## src/rtl/cdiv_pkg.sv

```systemverilog
package cdiv_pkg;
  function automatic int gcd_i(input int a, input int b);
    int x;
    int y;
    int t;
    x = a;
    y = b;
    while (y != 0) begin
      t = x % y;
      x = y;
      y = t;
    end
    return x;
  endfunction

  function automatic int lcm_i(input int a, input int b);
    return (a / gcd_i(a, b)) * b;
  endfunction
endpackage

```

## src/rtl/cdiv_sync.sv

```systemverilog
module cdiv_sync #(
  parameter int W = 4
) (
  input  logic         clk,
  input  logic         rst,
  input  logic [W-1:0] d,
  output logic [W-1:0] q
);
  logic [W-1:0] stage1;

  always_ff @(posedge clk) begin
    if (rst) begin
      stage1 <= '0;
      q      <= '0;
    end else begin
      stage1 <= d;
      q      <= stage1;
    end
  end
endmodule

```

## src/rtl/cdiv_phase.sv

```systemverilog
module cdiv_phase #(
  parameter int LEN = 24,
  parameter int PW  = 5
) (
  input  logic          clk,
  input  logic          rst,
  output logic [PW-1:0] phase,
  output logic          boundary
);
  localparam logic [PW-1:0] LAST = PW'(LEN - 1);

  assign boundary = (phase == LAST);

  always_ff @(posedge clk) begin
    if (rst)           phase <= '0;
    else if (boundary) phase <= '0;
    else               phase <= phase + 1'b1;
  end
endmodule

```

## src/rtl/cdiv_wave.sv

```systemverilog
module cdiv_wave #(
  parameter int DIV_LO = 2,
  parameter int DIV_HI = 4,
  parameter int PW     = 5
) (
  input  logic [PW-1:0] phase,
  input  logic          hi_sel,
  output logic          level
);
  localparam int HALF_LO = DIV_LO / 2;
  localparam int HALF_HI = DIV_HI / 2;

  int ph;

  always_comb begin
    ph = int'(phase);
    if (hi_sel) level = (ph % DIV_HI) < HALF_HI;
    else        level = (ph % DIV_LO) < HALF_LO;
  end
endmodule

```

## src/rtl/multi_bank_clkdiv.sv

```systemverilog
module multi_bank_clkdiv #(
  parameter int NUM_BANKS   = 3,
  parameter int BANK_DIV_LO = 2,
  parameter int BANK_DIV_HI = 4,
  parameter int FB_DIV_LO   = 8,
  parameter int FB_DIV_HI   = 12
) (
  input  logic                 clk,
  input  logic                 rst,
  input  logic                 ref_a,
  input  logic                 ref_b,
  input  logic                 ref_pick,
  input  logic                 bypass_en,
  input  logic                 out_dis,
  input  logic [NUM_BANKS-1:0] bank_ratio,
  input  logic                 fb_ratio,
  output logic [NUM_BANKS-1:0] bank_clk,
  output logic [NUM_BANKS-1:0] bank_drv,
  output logic                 fb_clk,
  output logic                 fb_drv
);
  localparam int FRAME = cdiv_pkg::lcm_i(cdiv_pkg::lcm_i(BANK_DIV_LO, BANK_DIV_HI),
                                         cdiv_pkg::lcm_i(FB_DIV_LO, FB_DIV_HI));
  localparam int PW = (FRAME > 1) ? $clog2(FRAME) : 1;
  localparam int SW = NUM_BANKS + 1;

  logic [SW-1:0]        sel_sync;
  logic [SW-1:0]        sel_live;
  logic [PW-1:0]        phase;
  logic                 boundary;
  logic [NUM_BANKS-1:0] bank_lvl;
  logic                 fb_lvl;
  logic                 ref_mux;

  cdiv_sync #(.W(SW)) u_sync (
    .clk (clk),
    .rst (rst),
    .d   ({fb_ratio, bank_ratio}),
    .q   (sel_sync)
  );

  cdiv_phase #(.LEN(FRAME), .PW(PW)) u_phase (
    .clk      (clk),
    .rst      (rst),
    .phase    (phase),
    .boundary (boundary)
  );

  // ratio selects change only at the frame wrap
  always_ff @(posedge clk) begin
    if (rst)           sel_live <= '0;
    else if (boundary) sel_live <= sel_sync;
  end

  generate
    for (genvar g = 0; g < NUM_BANKS; g++) begin : g_bank
      cdiv_wave #(.DIV_LO(BANK_DIV_LO), .DIV_HI(BANK_DIV_HI), .PW(PW)) u_wave (
        .phase  (phase),
        .hi_sel (sel_live[g]),
        .level  (bank_lvl[g])
      );
    end
  endgenerate

  cdiv_wave #(.DIV_LO(FB_DIV_LO), .DIV_HI(FB_DIV_HI), .PW(PW)) u_fb_wave (
    .phase  (phase),
    .hi_sel (sel_live[SW-1]),
    .level  (fb_lvl)
  );

  assign ref_mux = ref_pick ? ref_b : ref_a;

  always_ff @(posedge clk) begin
    if (rst) begin
      bank_clk <= '0;
      fb_clk   <= 1'b0;
      bank_drv <= '0;
      fb_drv   <= 1'b0;
    end else begin
      bank_clk <= bypass_en ? {NUM_BANKS{ref_mux}} : bank_lvl;
      fb_clk   <= bypass_en ? ref_mux : fb_lvl;
      bank_drv <= {NUM_BANKS{~out_dis}};
      fb_drv   <= 1'b1;
    end
  end

  p_switch_boundary_r9: assert property (@(posedge clk) disable iff (rst)
    !boundary |=> $stable(sel_live));

  p_align_r5: assert property (@(posedge clk) disable iff (rst)
    (phase == '0) && !bypass_en |=> (bank_clk == {NUM_BANKS{1'b1}}) && fb_clk);

  p_fb_exempt_r6: assert property (@(posedge clk) disable iff (rst)
    out_dis |=> (bank_drv == '0) && fb_drv);

  p_bypass_follow_r8: assert property (@(posedge clk) disable iff (rst)
    bypass_en |=> (fb_clk == $past(ref_mux)) && (bank_clk == {NUM_BANKS{$past(ref_mux)}}));

  p_reset_rise_r4: assert property (@(posedge clk) disable iff (rst)
    $fell(rst) && !bypass_en |-> ##1 ((bank_clk == {NUM_BANKS{1'b1}}) && fb_clk));
endmodule

```

## config.mk

```make
export PLATFORM = sky130hd
export DESIGN_NAME = multi_bank_clkdiv
export DESIGN_NICKNAME = d
export VERILOG_FILES = /design/src/rtl/cdiv_pkg.sv /design/src/rtl/cdiv_sync.sv /design/src/rtl/cdiv_phase.sv /design/src/rtl/cdiv_wave.sv /design/src/rtl/multi_bank_clkdiv.sv
export SDC_FILE = /design/constraint.sdc
export NUM_CORES = 1
export LEC_CHECK = 0
export BUFFER_PORTS_ARGS = -buffer_cell sky130_fd_sc_hd__buf_2
export CORE_AREA = 2 2 52 73
export DETAILED_ROUTE_END_ITERATION = 6
export DIE_AREA = 0 0 54 75
export GPL_TIMING_DRIVEN = 1
export HOLD_SLACK_MARGIN = 0.15
export PLACE_DENSITY = 0.46
export SETUP_SLACK_MARGIN = 0.2
export SYNTH_ARGS = -nofsm -noshare
export SYNTH_HDL_FRONTEND = slang
export SYNTH_SLANG_ARGS = --single-unit
```

## constraint.sdc

```tcl
create_clock -name clk -period 3.8 [get_ports clk]
set_input_delay 0.38 -clock clk [delete_from_list [all_inputs] [get_ports clk]]
set_output_delay 0.38 -clock clk [all_outputs]
set_load 0.05 [all_outputs]
```

---- After elaboration in Yosys (flattened, before gate mapping) ----
Cells that the tools add are included.
storage, ports and cells
  register bits after elaboration ......... 23
  input port bits ......................... 11
  output and inout bits ................... 8
  logic and storage cells ................. 25
operators by class
  add/sub/neg operators ................... 1
  divide/modulo/power cells ............... 1
  magnitude comparators ................... 4
  equality and inequality tests ........... 1
  multiplexer cells ....................... 8
  bitwise gates (word level) .............. 1
  reduce and logical (&&, ||, !) cells .... 1
operator list
  operator                                               number
  < comparator 32 x 4 -> 1 bit, second input constant    1
  remainder unit 6 x 5 -> 32 bit, second input constant  1
  two-way mux 1 bit                                      7
  adder 5 x 1 -> 5 bit, second input constant            1
  equality test 5 bit, second input constant             1
  < comparator 3 bit, second input constant              1
  two-way mux 3 bit                                      1
  < comparator 2 bit, second input constant              1
  OR reduction 2 bit                                     1
  < comparator 1 bit, second input constant              1
  NOT 1 bit                                              1

---- Depth between registers and ports, before layout ----
  depth after elaboration ................. 4
  gate-level depth with buffers ........... 6
  gate-level depth less buffers ........... 5

---- Cells and area by module ----
From an unflattened synthesis, not the netlist that was laid out.
unflattened totals
  cells, all modules ...................... 82
  area, all modules ....................... 873.3 µm²
by module, submodules not included
  module                             instances  cells an instance  area an instance (µm²)  sequential area each (µm²)
  multi_bank_clkdiv                  1          34                 347.8                   200.2
  cdiv_phase                         1          18                 219.0                   100.1
  cdiv_sync                          1          16                 210.2                   160.2
  cdiv_wave at u_fb_wave             1          11                 66.3                    0.0
  cdiv_wave at g_bank[0].u_wave ...  3          1                  10.0                    0.0

---- Worst setup path after synthesis ----
No wires, ideal clock.
  path type ............................... reg2out
  from .................................... register, netlist name bank_drv[0]
  to ...................................... output port bank_drv[1]
  arrival ................................. 914 ps
  setup slack ............................. 2506 ps
  stages on the path, launching flop included .. 2
  buffers on the path ..................... 1
  cells stage by stage .................... dfxtp_1 > buf_4
RTL lines
  what              line                     source
  end: declaration  multi_bank_clkdiv.sv:18  output logic [NUM_BANKS-1:0] bank_drv,
No word-level cell between the ends.

---- Worst setup path in the final report ----
  from .................................... register u_phase.phase[3]
  to ...................................... register fb_clk
on the way
  longest elaborated chain between the ends .. 4
RTL lines
  what                            line                     source
  start: declaration              cdiv_phase.sv:7          output logic [PW-1:0] phase,
  start signal: assignment        cdiv_phase.sv:17         else phase <= phase + 1'b1;
  remainder unit 6 x 5 -> 32 bit  cdiv_wave.sv:17          if (hi_sel) level = (ph % DIV_HI) < HALF_HI;
  < comparator 32 x 4 -> 1 bit    cdiv_wave.sv:17
  two-way mux 1 bit               cdiv_wave.sv:17
  two-way mux 1 bit               multi_bank_clkdiv.sv:81  fb_clk <= bypass_en ? ref_mux : fb_lvl;
  end signal: assignment          multi_bank_clkdiv.sv:81
  end: declaration                multi_bank_clkdiv.sv:19  output logic fb_clk,
Every way passes these cells.
A chain may end at the register's enable or synchronous reset.

==> results.json <==
{
  "status": "completed",
  "ys_top_cells_by_area": "dfxtp_1 50%, mux2i_1 5.5%, nor2b_1 5.5%",
  "synth_simple_gate_area_share_pct": 23.0,
  "netlist_instances": 90,
  "initial_utilization_pct": 27.1,
  "cts_repair_resize_count": 0,
  "vias_per_cell": 4.34,
  "slew_viol_final": 0,
  "finalHoldViolCount": 0,
  "combinationalPowerShare_pct": 11.3,
  "power_per_cell_area_nw_per_um2": 437,
  "synth-seq-cells": 23,
  "cts_max_level": 1,
  "fin_worst_skew_ns": 0.00357,
  "final_cells": 145,
  "reg2reg_from": "u_phase.phase[3]",
  "p_sw_uw": 119,
  "clockRootBuffer": "clkbuf_8",
  "tightest_slew_ns": 0.367,
  "cp-endpoint": "fb_clk",
  "clk_path_buf_depth": 2,
  "synthXorXnorAreaFrac_pct": 1.91,
  "post_cts_buffers": 0,
  "avgSynthCellArea_um2": 10.2,
  "synth.top_cell.area_share_pct": 50.3,
  "end_kind": "register",
  "core_um2": 3380,
  "r2r_cells": 5,
  "synth_edf_count": 0,
  "rows": 25,
  "utilization_pct": 31.3,
  "dieHeight_um": 75,
  "yosys_warnings": 0,
  "place_hpwl_um": 1120,
  "worstPathRequired_ns": 3.99,
  "placed_cells": 141,
  "leakage_uw": 0.000458,
  "finish.net_count": 120,
  "fin_tns_setup_ns": 0,
  "synthAdderAreaFrac_pct": 4.10,
  "post-route-drc-count": 0,
  "synth_nets": 104,
  "fmax_mhz": 750,
  "ios": 19,
  "pwr-share-seq_pct": 56.1,
  "cts_num_sinks": 23,
  "portBuffers": 18,
  "numCtsBuffers": 3,
  "dr.first_iter.drc_count": 16,
  "ys_async_sr_fraction_pct": 0,
  "critPathKind": "register to register",
  "rsz0062_at_grt": "false",
  "internal_power_uw": 342,
  "fin_crit_sh_pct": 35.1,
  "cts.reportedPaths.clkPinSlew_ns": 0.08,
  "seq_area_frac_synth_pct": 50.3,
  "crit_start": "u_phase.phase[3]",
  "synthesis.area_um2": 916,
  "dpl_cell_area_um2": 1010,
  "path_max_fanout": 7,
  "power_switching_share_pct": 25.8,
  "relSlewSlack_pct": 75.5,
  "area_growth_pct": 15.4,
  "wl_per_cell_um": 10.0,
  "grt_pass1_wl_um": 2420,
  "worstSkewPairLatency_ns": 0.26,
  "fillerInstances": 360,
  "synth_cell_types": 28,
  "drv_cap": 0,
  "yosysMostFrequentCell": "dfxtp_1",
  "fp.dieArea_um2": 4050,
  "fin_hold_ws_ns": 0.262,
  "worst_ir_drop_vdd_v": 0.000226,
  "ys.flop_type": "dfxtp_1",
  "diodes": 0,
  "gp_congestion": 0.781,
  "gr-total-overflow": 0,
  "wl_um": 1450,
  "reg2reg_to": "fb_clk",
  "clock_power_share_pct": 32.6,
  "synth_top_cells_by_count": "23 x dfxtp_1, 8 x nor2_1, 8 x nor2b_1, 7 x nand2_1",
  "synthMuxAreaShare_pct": 6.69,
  "hp-class": "input pin to register",
  "cp-start-kind": "register",
  "grtUsageTotal_pct": 8.19,
  "final_area_um2": 1060,
  "post-route-min-period_ns": 1.33,
  "synth_top_cell_by_area": "dfxtp_1",
  "synth_top_family_by_area": "simple AND/OR/NAND/NOR gates",
  "vias": 629,
  "antenna_left": 0,
  "cts_tree": "yes",
  "grt_start_max_net_pins": 21,
  "die_w_um": 54,
  "drive_gt1_share_pct": 25.7,
  "r2r_slack_ns": 2.47,
  "synth_compound_area_share_pct": 7.51,
  "drt-pass1-iter-count": 2,
  "antenna_found_initial": 0,
  "hold_buffers": 0,
  "crit_arrival_ns": 1.53,
  "setup_violations": 0,
  "grt_pass1_vias": 595
}
-- metal layers --
metal / GRT usage (%) / share of wire, %
met3: 2.38 / 3.6
met5: 0 / 0
met2: 14.6 / 52
met1: 8.46 / 42
met4: 4.17 / 2.1
-- worst min path at each step --
stage                          start           to  slack, ns  cells after the start
floorplan           u_sync.stage1[0]  u_sync.q[0]       0.41                      1
global placement    u_sync.stage1[1]  u_sync.q[1]       0.42                      1
detailed placement  u_sync.stage1[1]  u_sync.q[1]       0.42                      1
CTS                          out_dis  bank_drv[0]       0.26                      2
global route                 out_dis  bank_drv[0]       0.25                      2
finish                       out_dis  bank_drv[0]       0.26                      2
-- final cells by class --
class / instances / area (um2) / share of cell area [%]
clock buffers: 3 / 41.3 / 3.91
well taps: 40 / 50.0 / 4.73
multi-input cells: 56 / 395 / 37.4
inverters: 4 / 15.0 / 1.42
clock inverters: 1 / 5.00 / 0.473
flip-flops and latches: 23 / 460 / 43.6
repair buffers: 18 / 90.1 / 8.52
-- registers in the layout, indices dropped and copies added (netlist names) --
name / count
bank_clk: 3
u_phase.phase: 5
fb_drv: 1
bank_drv: 1
sel_live: 4
u_sync.stage1: 4
fb_clk: 1
u_sync.q: 4
-- worst max-delay path: stages (launching register included) --
cell and delay (ns):
dfxtp_1 0.49, ha_1 0.29, nand2b_1 0.17, nor3b_2 0.16
nor3_1 0.08, o22ai_2 0.09
-- power groups by stage --
stage | Combinational [uW] | Sequential [uW] | Clock (uW)
6_report | 52.2 | 259 | 150
5_1_grt | 56.2 | 261 | 166
4_1_cts | 53.2 | 259 | 156
3_5_place_dp | 53.1 | 265 | 0
3_3_place_gp | 52.7 | 265 | 0
2_1_floorplan | 30.4 | 277 | 0
-- layout by cell type (no fill, tap or decap), types with 2 or more instances in the layout --
cell type,Yosys,layout
inv_1,4,4
nand2_1,7,7
nand4b_1,2,2
mux2i_1,5,5
nor2_1,8,8
nor2b_1,8,8
a21oi_1,5,5
buf_2,3,18
o211ai_1,3,3
dfxtp_1,23,23
nand2b_1,2,2
ha_1,3,3
clkbuf_8,0,3
-- per-stage QoR --
step	setup slack (ns)	power, uW
floorplan	2.51	307
global placement	2.48	317
detailed placement	2.46	318
CTS	2.45	468
global route	2.32	483
finish	2.47	462
-- cells by family (layout without fill, tap and decap cells) --
logic type / count (synthesis) / after routing
AND/OR/NAND/NOR: 35 / 35
flip-flops: 23 / 23
buffers and inverters: 11 / 26
AO/OA/AOI/OAI: 10 / 10
multiplexers: 6 / 6
adder cells (fa/ha/maj): 3 / 3
XOR/XNOR: 2 / 2
Note: power is estimated with default switching activity, not from simulation.
